### src/rtl/irqc_pkg.sv
package irqc_pkg;
  localparam int BANK_W  = 32;
  localparam int SYNC_ST = 2;

  typedef enum logic [1:0] {
    REG_EVENT  = 2'd0,
    REG_ENABLE = 2'd1,
    REG_ACK    = 2'd2,
    REG_LEVEL  = 2'd3
  } reg_sel_e;
endpackage

### src/rtl/irqc_sync_edge.sv
module irqc_sync_edge #(
  parameter int W      = 32,
  parameter int STAGES = 2
) (
  input  logic         clk,
  input  logic         rst_n,
  input  logic [W-1:0] async_i,
  output logic [W-1:0] level_o,
  output logic [W-1:0] rise_o
);
  logic [STAGES-1:0][W-1:0] chain_q, chain_n;
  logic [W-1:0]             prev_q;

  always_comb begin
    chain_n = {chain_q[STAGES-2:0], async_i};
  end

  always_ff @(posedge clk or negedge rst_n) begin
    if (!rst_n) begin
      chain_q <= '0;
      prev_q  <= '0;
    end else begin
      chain_q <= chain_n;
      prev_q  <= chain_q[STAGES-1];
    end
  end

  assign level_o = chain_q[STAGES-1];
  assign rise_o  = chain_q[STAGES-1] & ~prev_q;

  // an edge pulse never lasts two cycles on the same bit
  p_rise_single_r3: assert property (@(posedge clk) disable iff (!rst_n)
    1'b1 |=> ((rise_o & $past(rise_o)) == '0));
endmodule

### src/rtl/irqc_bank.sv
module irqc_bank #(
  parameter int W = 32
) (
  input  logic         clk,
  input  logic         rst_n,
  input  logic [W-1:0] rise_i,
  input  logic         en_we_i,
  input  logic         ack_we_i,
  input  logic [W-1:0] wdata_i,
  output logic [W-1:0] event_o,
  output logic [W-1:0] enable_o
);
  logic [W-1:0] ev_q, ev_n, en_q, en_n;
  logic [W-1:0] clr_mask;

  always_comb begin
    clr_mask = ack_we_i ? wdata_i : '0;
    ev_n     = (ev_q & ~clr_mask) | rise_i;
    en_n     = en_q;
    if (en_we_i) en_n = wdata_i;
  end

  always_ff @(posedge clk or negedge rst_n) begin
    if (!rst_n) begin
      ev_q <= '0;
      en_q <= '0;
    end else begin
      ev_q <= ev_n;
      if (en_we_i) en_q <= en_n;
    end
  end

  assign event_o  = ev_q;
  assign enable_o = en_q;

  p_ack_clears_r4: assert property (@(posedge clk) disable iff (!rst_n)
    ack_we_i |=> ((event_o & $past(wdata_i) & ~$past(rise_i)) == '0));

  p_edge_wins_r5: assert property (@(posedge clk) disable iff (!rst_n)
    1'b1 |=> ((event_o & $past(rise_i)) == $past(rise_i)));

  // a new event bit needs an edge
  p_event_needs_edge_r6: assert property (@(posedge clk) disable iff (!rst_n)
    1'b1 |=> ((event_o & ~$past(event_o) & ~$past(rise_i)) == '0));

  p_enable_write_r8: assert property (@(posedge clk) disable iff (!rst_n)
    en_we_i |=> (enable_o == $past(wdata_i)));
endmodule

### src/rtl/irq_event_ctrl.sv
module irq_event_ctrl
  import irqc_pkg::*;
#(
  parameter int NUM_SRC = 64,
  parameter int ADDR_W  = 6
) (
  input  logic                clk,
  input  logic                rst_n,
  input  logic [NUM_SRC-1:0]  src_i,
  input  logic [ADDR_W-1:0]   bus_addr_i,
  input  logic                bus_wr_i,
  input  logic                bus_rd_i,
  input  logic [BANK_W-1:0]   bus_wdata_i,
  output logic [BANK_W-1:0]   bus_rdata_o,
  output logic                irq_o
);
  localparam int NUM_BANKS = NUM_SRC / BANK_W;
  localparam int PAGE_W    = ADDR_W - 4;

  logic [NUM_SRC-1:0] lvl_all, rise_all;
  logic [NUM_BANKS-1:0][BANK_W-1:0] ev_all, en_all;
  logic [NUM_BANKS-1:0] hit;
  logic [1:0]           reg_sel;
  logic [BANK_W-1:0]    rdata_n, rdata_q;
  logic                 irq_n, irq_q;

  assign reg_sel = bus_addr_i[3:2];

  irqc_sync_edge #(.W(NUM_SRC), .STAGES(SYNC_ST)) u_sync (
    .clk     (clk),
    .rst_n   (rst_n),
    .async_i (src_i),
    .level_o (lvl_all),
    .rise_o  (rise_all)
  );

  for (genvar b = 0; b < NUM_BANKS; b++) begin : g_bank
    // lowest source numbers at the highest page
    localparam logic [PAGE_W-1:0] PAGE = PAGE_W'(NUM_BANKS - b);
    logic en_we, ack_we;

    assign hit[b]  = (bus_addr_i[ADDR_W-1:4] == PAGE);
    assign en_we   = bus_wr_i & hit[b] & (reg_sel == REG_ENABLE);
    assign ack_we  = bus_wr_i & hit[b] & (reg_sel == REG_ACK);

    irqc_bank #(.W(BANK_W)) u_bank (
      .clk      (clk),
      .rst_n    (rst_n),
      .rise_i   (rise_all[b*BANK_W +: BANK_W]),
      .en_we_i  (en_we),
      .ack_we_i (ack_we),
      .wdata_i  (bus_wdata_i),
      .event_o  (ev_all[b]),
      .enable_o (en_all[b])
    );
  end

  always_comb begin
    rdata_n = '0;
    irq_n   = 1'b0;
    for (int b = 0; b < NUM_BANKS; b++) begin
      irq_n = irq_n | (|(ev_all[b] & en_all[b]));
      if (hit[b]) begin
        case (reg_sel)
          REG_EVENT:  rdata_n = ev_all[b];
          REG_ENABLE: rdata_n = en_all[b];
          REG_LEVEL:  rdata_n = lvl_all[b*BANK_W +: BANK_W];
          default:    rdata_n = '0;
        endcase
      end
    end
  end

  always_ff @(posedge clk or negedge rst_n) begin
    if (!rst_n) begin
      rdata_q <= '0;
      irq_q   <= 1'b0;
    end else begin
      if (bus_rd_i) rdata_q <= rdata_n;
      irq_q <= irq_n;
    end
  end

  assign bus_rdata_o = rdata_q;
  assign irq_o       = irq_q;

  p_rdata_hold_r11: assert property (@(posedge clk) disable iff (!rst_n)
    !bus_rd_i |=> $stable(bus_rdata_o));

  // with every enable bit clear, no request can appear next cycle
  p_irq_masked_r9: assert property (@(posedge clk) disable iff (!rst_n)
    (en_all == '0) |=> !irq_o);
endmodule

### config.mk
export PLATFORM = sky130hd
export DESIGN_NAME = irq_event_ctrl
export DESIGN_NICKNAME = d
export VERILOG_FILES = /design/src/rtl/irqc_pkg.sv /design/src/rtl/irqc_sync_edge.sv /design/src/rtl/irqc_bank.sv /design/src/rtl/irq_event_ctrl.sv
export SDC_FILE = /design/constraint.sdc
export NUM_CORES = 1
export LEC_CHECK = 0
export ABC_CLOCK_PERIOD_IN_PS = 1800
export CAP_MARGIN = 20
export CORE_UTILIZATION = 31
export CTS_CLUSTER_SIZE = 14
export DETAILED_ROUTE_END_ITERATION = 10
export PLACE_DENSITY = 0.59
export SETUP_SLACK_MARGIN = 0.2
export SLEW_MARGIN = 40
export SYNTH_ARGS = -nofsm -noshare
export SYNTH_HDL_FRONTEND = slang
export SYNTH_HIERARCHICAL = 1
export SYNTH_SLANG_ARGS = --single-unit
export TNS_END_PERCENT = 50
### constraint.sdc
create_clock -name clk -period 1.8 [get_ports clk]
set_input_delay 0.36 -clock clk [delete_from_list [all_inputs] [get_ports clk]]
set_output_delay 0.36 -clock clk [all_outputs]
set_load 0.01 [all_outputs]
==> qor.yml, run 1 <==
global_routing:
  grt_max_degree: 101
  grt_first_pass_wirelength_um: 55400
  grt_pass1_vias: 9058
  grt_antenna_before_repair: 2
  grtUsageTotal_pct: 15.8
  grt_overflow: 0
route:
  drc: 0
  wl_met1_um: 17000
  highest_layer: "met5"
  postRouteAntennaNets: 0
  wl_um: 35800
  first_pass_iters: 5
  avgRoutedWirePerCell_um: 19.6
  viasPerCell: 4.73
  first_iter_violations: 612
  dr_wl_met2_um: 16100
  vias: 8651
  met3_wirelength_um: 1810
logic_synthesis:
  ys_seq_area_share_pct: 63.1
  yosys_warnings: 6
  ys_types: 27
  yosys-top-cells-count: "dfrtp_1 (353), nand2_1 (65)"
  async_flop_share_pct: 100
  synth_top_area_share_pct: 63.1
  synth_area_leaders: "dfrtp_1 (63%), mux2_4 (6.4%), nor2b_4 (6.3%)"
  synth_ff_type: "dfrtp_1"
  syn_nets: 1107
  yosys.cell_count.top_type: "dfrtp_1"
  synth.avg_cell_area_um2: 14.0
  synthCells: 1001
  synth_edf_count: 0
  synth_area_um2: 14000
  synth_area_leader_cell: "dfrtp_1"
  ys_seq_elements: 353
setup_path:
  path_class: "flip-flop to flip-flop"
  path_max_fanout: 3
  crit_required_ps: 2190
  critPathSlowestCell: "or4_4"
  cpPeakStageDelay_ps: 540
  critPathLaunchType: "flip-flop"
  crit_chain: "a22o_1, a221oi_2, buf_4, nand4_1, or4_4"
  endpoint_kind: "flip-flop"
  cp.arrival_ps: 2250
cts:
  cts-buffers-inserted: 38
  cts_tree: "built"
  clk_pin_slew_ps: 60
  cts.sink_count: 353
  cts_setup_buffers: 0
  clk_path_buf_depth: 3
  clkLatencyLatePin_ps: 530
  cts_max_level: 2
  clock-root-buffer: "clkbuf_16"
sta:
  fin_worst_skew_ps: 9.81
  finalCritPeriodShare_pct: 104
  finalHoldViolCount: 0
  max_slew_margin_pct: 68.5
  layout_setup_ws_ps: -67.1
  fmax_mhz: 536
  final.setup.tns_ps: -67.1
  finalCriticalPeriod_ps: 1870
  final_max_slew_viol_count: 0
  worst_slew_pin_slew_ps: 473
  grt_setup_unrepaired: "true"
  final-setup-viol-count: 1
finish:
  area_growth_pct: 28.0
  nets: 1318
  layoutNonFillerInstCount: 1829
  drive_gt1_share_pct: 23.8
  diodes: 0
  fill_cells: 4130
floorplanning:
  die_y_um: 215
  die_x_um: 215
  ios: 139
  dieArea_um2: 46000
  rows: 77
  core-area_um2: 44400
  start_util_pct: 31.5
placed_design:
  place_ws_ps: -213
  place_inst: 1763
  hpwl_um: 24700
  gp_congestion: 0.788
  portBuffers: 136
power:
  finalPower_mw: 19.6
  p_leak_nw: 7.65
  irDropWorstVdd_mv: 0.563
  pwr_density_cell_nw_per_um2: 1090
flow_run:
  maxCapViolations: 0
worst_hold_path:
  hold_class: "input pin to flip-flop"
status:
  status: "complete, but fails checks"
  violations: "setup timing"
sequential cells by signal, summed over array words and instances, names as in the netlist:
name,cells
irq_o,1
u_sync/chain_n,64
u_sync/level_o,64
bus_rdata_o,32
g_bank.u_bank/enable_o,64
g_bank.u_bank/event_o,64
u_sync/prev_q,64
logic make-up after synthesis:
group	share of synthesized area [%]
DFF	63.1
and+or+nand+nor	11.8
AOI/OAI and AO/OA	10.9
muxes	11.3
buffers and inverters	2.88
what timing repair did:
action / CTS / global route
gates resized for setup: 40 / 8
endpoints found under the hold margin: 31 / 0
endpoints found under the setup margin: 34 / 9
hold buffers: 1 / 0
pin swaps: 0 / 0
worst max-delay path: cells and delay by family (launching register included):
family | cells | cell delay, ps
AOI/OAI and AO/OA | 2 | 520
buffers and inverters | 1 | 160
DFF | 1 | 400
and+or+nand+nor | 2 | 640
final timing paths:
kind | from | to | slack, ps | depth (start not counted)
max | g_bank[1].u_bank/enable_o[17] | irq_o | -70 | 5
min | bus_rd_i | bus_rdata_o[14] | 200 | 2
max reg2reg | g_bank[1].u_bank/enable_o[17] | irq_o | -70 | 5
min reg2reg | u_sync/chain_n[76] | u_sync/level_o[12] | 340 | 0
max in group asynchronous | rst_n | u_sync/level_o[19] | 830 | 3
min in group asynchronous | rst_n | g_bank[1].u_bank/event_o[28] | 320 | 2
stage by stage:
stage	utilization [%]	area [µm²]	hold slack, ps
global route	40.4	17900	217
detailed placement	37.5	16700	283
CTS	40.4	17900	187
finish	40.4	17900	205
floorplan	-	14000	64.4
global placement	37.5	16700	287
layout by cell type, fill, tap and decap left out, drive strengths merged, types with 38 or more instances in the layout:
cell type,n
clkbuf,61
dfrtp,353
buf,94
o21ai,64
mux2i,64
nand3,64
nor2b,65
a21o,64
nor2,38
mux2,64
nand2,65
clkdlybuf4s50,99
final cells by class:
class / count / area (µm²) / share of cell area (%)
repair buffers: 227 / 2290 / 12.8
clock buffers: 61 / 1190 / 6.64
clock inverters: 4 / 70.1 / 0.391
flip-flops and latches: 353 / 8830 / 49.3
well taps: 592 / 741 / 4.13
multi-input cells: 592 / 4810 / 26.8
power by group:
part | switching, mW | leakage [nW] | internal [mW] | total [mW]
registers | 0.622 | 4.00 | 8.62 | 9.24
clock network | 3.07 | 0.619 | 4.79 | 7.87
logic | 1.00 | 3.03 | 1.46 | 2.46
metal layers:
metal	global-route usage (%)	vias up
met5	0	-
li1	-	3950
met1	22.4	4437
met2	23.9	194
met3	3.33	66
met4	4.98	4
Note: power is estimated with default switching activity, not from simulation.
==> run 2, diff against run 1 <==
CORE_UTILIZATION = 45   (was 31)
PLACE_DENSITY = 0.75   (was 0.59)
==> run 2 against run 1 <==
  * Critical path depth down 1
  * First-iteration DRC count down 9.8%
  * Wire length down 8.2%
  * The run now ends clean
  * Sequential power about the same
  * Core utilization up 18 points
  * Worst hold slack better by 70 ps
  * Clock skew up 9.7 ps
  * Critical endpoint unchanged
  * Cell area down 1.1%
  * Sequential share of layout area up 0.57 points
  * Clock power up 7.9%
==> qor.yml, run 2 (synthesis gave the netlist of run 1 again) <==
cts:
  cts_tree: "built"
  clk_pin_slew_ps: 60  # about the same
  cts-buffers-inserted: 38  # unchanged
  clock-root-buffer: "clkbuf_16"
  cts_max_level: 2  # unchanged
  clk_path_buf_depth: 3  # unchanged
  cts.sink_count: 353  # unchanged
  clkLatencyLatePin_ps: 520  # about the same
route:
  drc: 0  # unchanged
  viasPerCell: 5.42  # +15%
  first_pass_iters: 5  # unchanged
  avgRoutedWirePerCell_um: 20.2  # +3.3%
  first_iter_violations: 552  # -9.8%
  wl_um: 32800  # -8.2%
  vias: 8820  # +2.0%
  postRouteAntennaNets: 0  # unchanged
finish:
  final_common_cell: "dfrtp_1"
  final_cell_mix: "dfrtp_1 (352), clkdlybuf4s50_1 (99), nand2_1 (65)"
  drive_gt1_share_pct: 24.0  # +0.21 points
  fill_cells: 2385  # -42%
  nets: 1305  # -0.99%
  area_growth_pct: 26.6
  post-route-util_pct: 58.0  # +18 points
power:
  p_leak_nw: 7.67  # +0.16%
  finalPower_mw: 20.2  # +3.0%
  irDropWorstVdd_mv: 0.763  # +36%
  pwr_density_cell_nw_per_um2: 1140  # +4.2%
sta:
  grt_setup_unrepaired: "true"
  max_slew_margin_pct: 73.6  # +5.1 points
  final_max_slew_viol_count: 0  # unchanged
  fin_worst_skew_ps: 19.5  # +9.74 ps
  finalCriticalPeriod_ps: 1800  # -69.4 ps
  finalHoldViolCount: 0  # unchanged
  fmax_mhz: 556  # +3.9%
  finalCritPeriodShare_pct: 99.9  # -3.9 points
  final.setup.tns_ps: 0  # +67.1 ps
  final-setup-viol-count: 0  # -1
  worst_slew_pin_slew_ps: 397  # -76.0 ps
global_routing:
  grt_overflow: 0  # unchanged
  grtUsageTotal_pct: 21.3  # +5.6 points
  grt_max_degree: 70  # -31%
  grt_pass1_vias: 9181  # +1.4%
  grt_antenna_before_repair: 4  # +2
  grt_first_pass_wirelength_um: 51200  # -7.6%
setup_path:
  path_class: "flip-flop to flip-flop"
  critPathLaunchType: "flip-flop"
  cp.arrival_ps: 2180  # -70 ps
  reg2regPathDepth: 4  # -1
  path_max_fanout: 2  # -1
  crit_required_ps: 2180  # about the same
  endpoint_kind: "flip-flop"
status:
  status: "completed"
placed_design:
  portBuffers: 136  # unchanged
  gp_congestion: 0.820  # +4.1%
  hpwl_um: 22300  # -9.9%
worst_hold_path:
  min_path_cells: 1  # -1
  hold_class: "input pin to flip-flop"
floorplanning:
  start_util_pct: 45.8  # +14 points
  rows: 64  # -17%
  ios: 139  # unchanged
  die_y_um: 178  # -17%
  core-area_um2: 30600  # -31%
  dieArea_um2: 31800  # -31%
  die_x_um: 178  # -17%
flow_run:
  maxCapViolations: 0  # unchanged
## run 2: changes by cell type in the layout (fill, tap and decap cells not counted), moves of 5 or more
cell	previous run	this run
dlygate4sd2_1	21	29
bufinv_16	2	7
clkbuf_1	11	5
clkdlybuf4s15_1	12	4
buf_4	70	59
## run 2: timing repair
item / CTS / global route
gates resized for setup: 34 / 12
hold endpoints to repair: 32 / 0
hold buffers: 1 / 0
cloned: 0 / 0
setup endpoints to repair: 34 / 5
pin swaps: 1 / 3
buffers inserted: 0 / 1
## run 2: worst max-delay path, stage by stage (launching register included)
cell,delay [ps]
dfrtp_1,380
a22o_1,260
a221oi_4,260
nand4_1,180
or4_4,580
## run 2: power by group
| group | leakage, nW | switching [mW] | internal [mW] |
|---|---|---|---|
| clock network | 0.681 | 3.08 | 5.42 |
| registers | 4.00 | 0.626 | 8.62 |
| logic | 2.99 | 0.989 | 1.43 |
## run 2: path summary, 6_finish.rpt
path | start | end | slack (ps)
min | src_i[57] | u_sync/chain_n[121] | 270
max reg2reg | g_bank[1].u_bank/event_o[10] | irq_o | 2
max | g_bank[1].u_bank/event_o[10] | irq_o | 2
max in group asynchronous | rst_n | u_sync/chain_n[85] | 760
min in group asynchronous | rst_n | g_bank[0].u_bank/event_o[28] | 330
min reg2reg | u_sync/chain_n[99] | u_sync/level_o[35] | 340
## run 2: routing by layer
metal | global-route usage [%] | share of wire (%)
met1 | 29.0 | 44
met2 | 32.3 | 46
met3 | 4.80 | 6.4
met4 | 10.2 | 3.8
met5 | 0 | 0.052
## run 2: area by class of cell
class	count	area [µm²]	area share [%]
Timing Repair Buffer	214	2160	12.2
Antenna cell	4	10.0	0.0565
Clock inverter	12	241	1.36
Sequential cell	353	8830	49.8
Multi-Input combinational cell	592	4840	27.3
Tap cell	396	495	2.79
Clock buffer	55	1150	6.46
## run 2: through the flow
| stage | area [µm²] | hold slack [ps] | instances | worst slack, ps |
|---|---|---|---|---|
| global route | 17700 | 260 | 1623 | -26.5 |
| floorplan | 14000 | 64.4 | 1001 | 192 |
| CTS | 17700 | 255 | 1621 | -31.1 |
| detailed placement | 16300 | 289 | 1553 | -230 |
| finish | 17700 | 274 | 1626 | 2.22 |
| global placement | 16300 | 287 | 1553 | -220 |
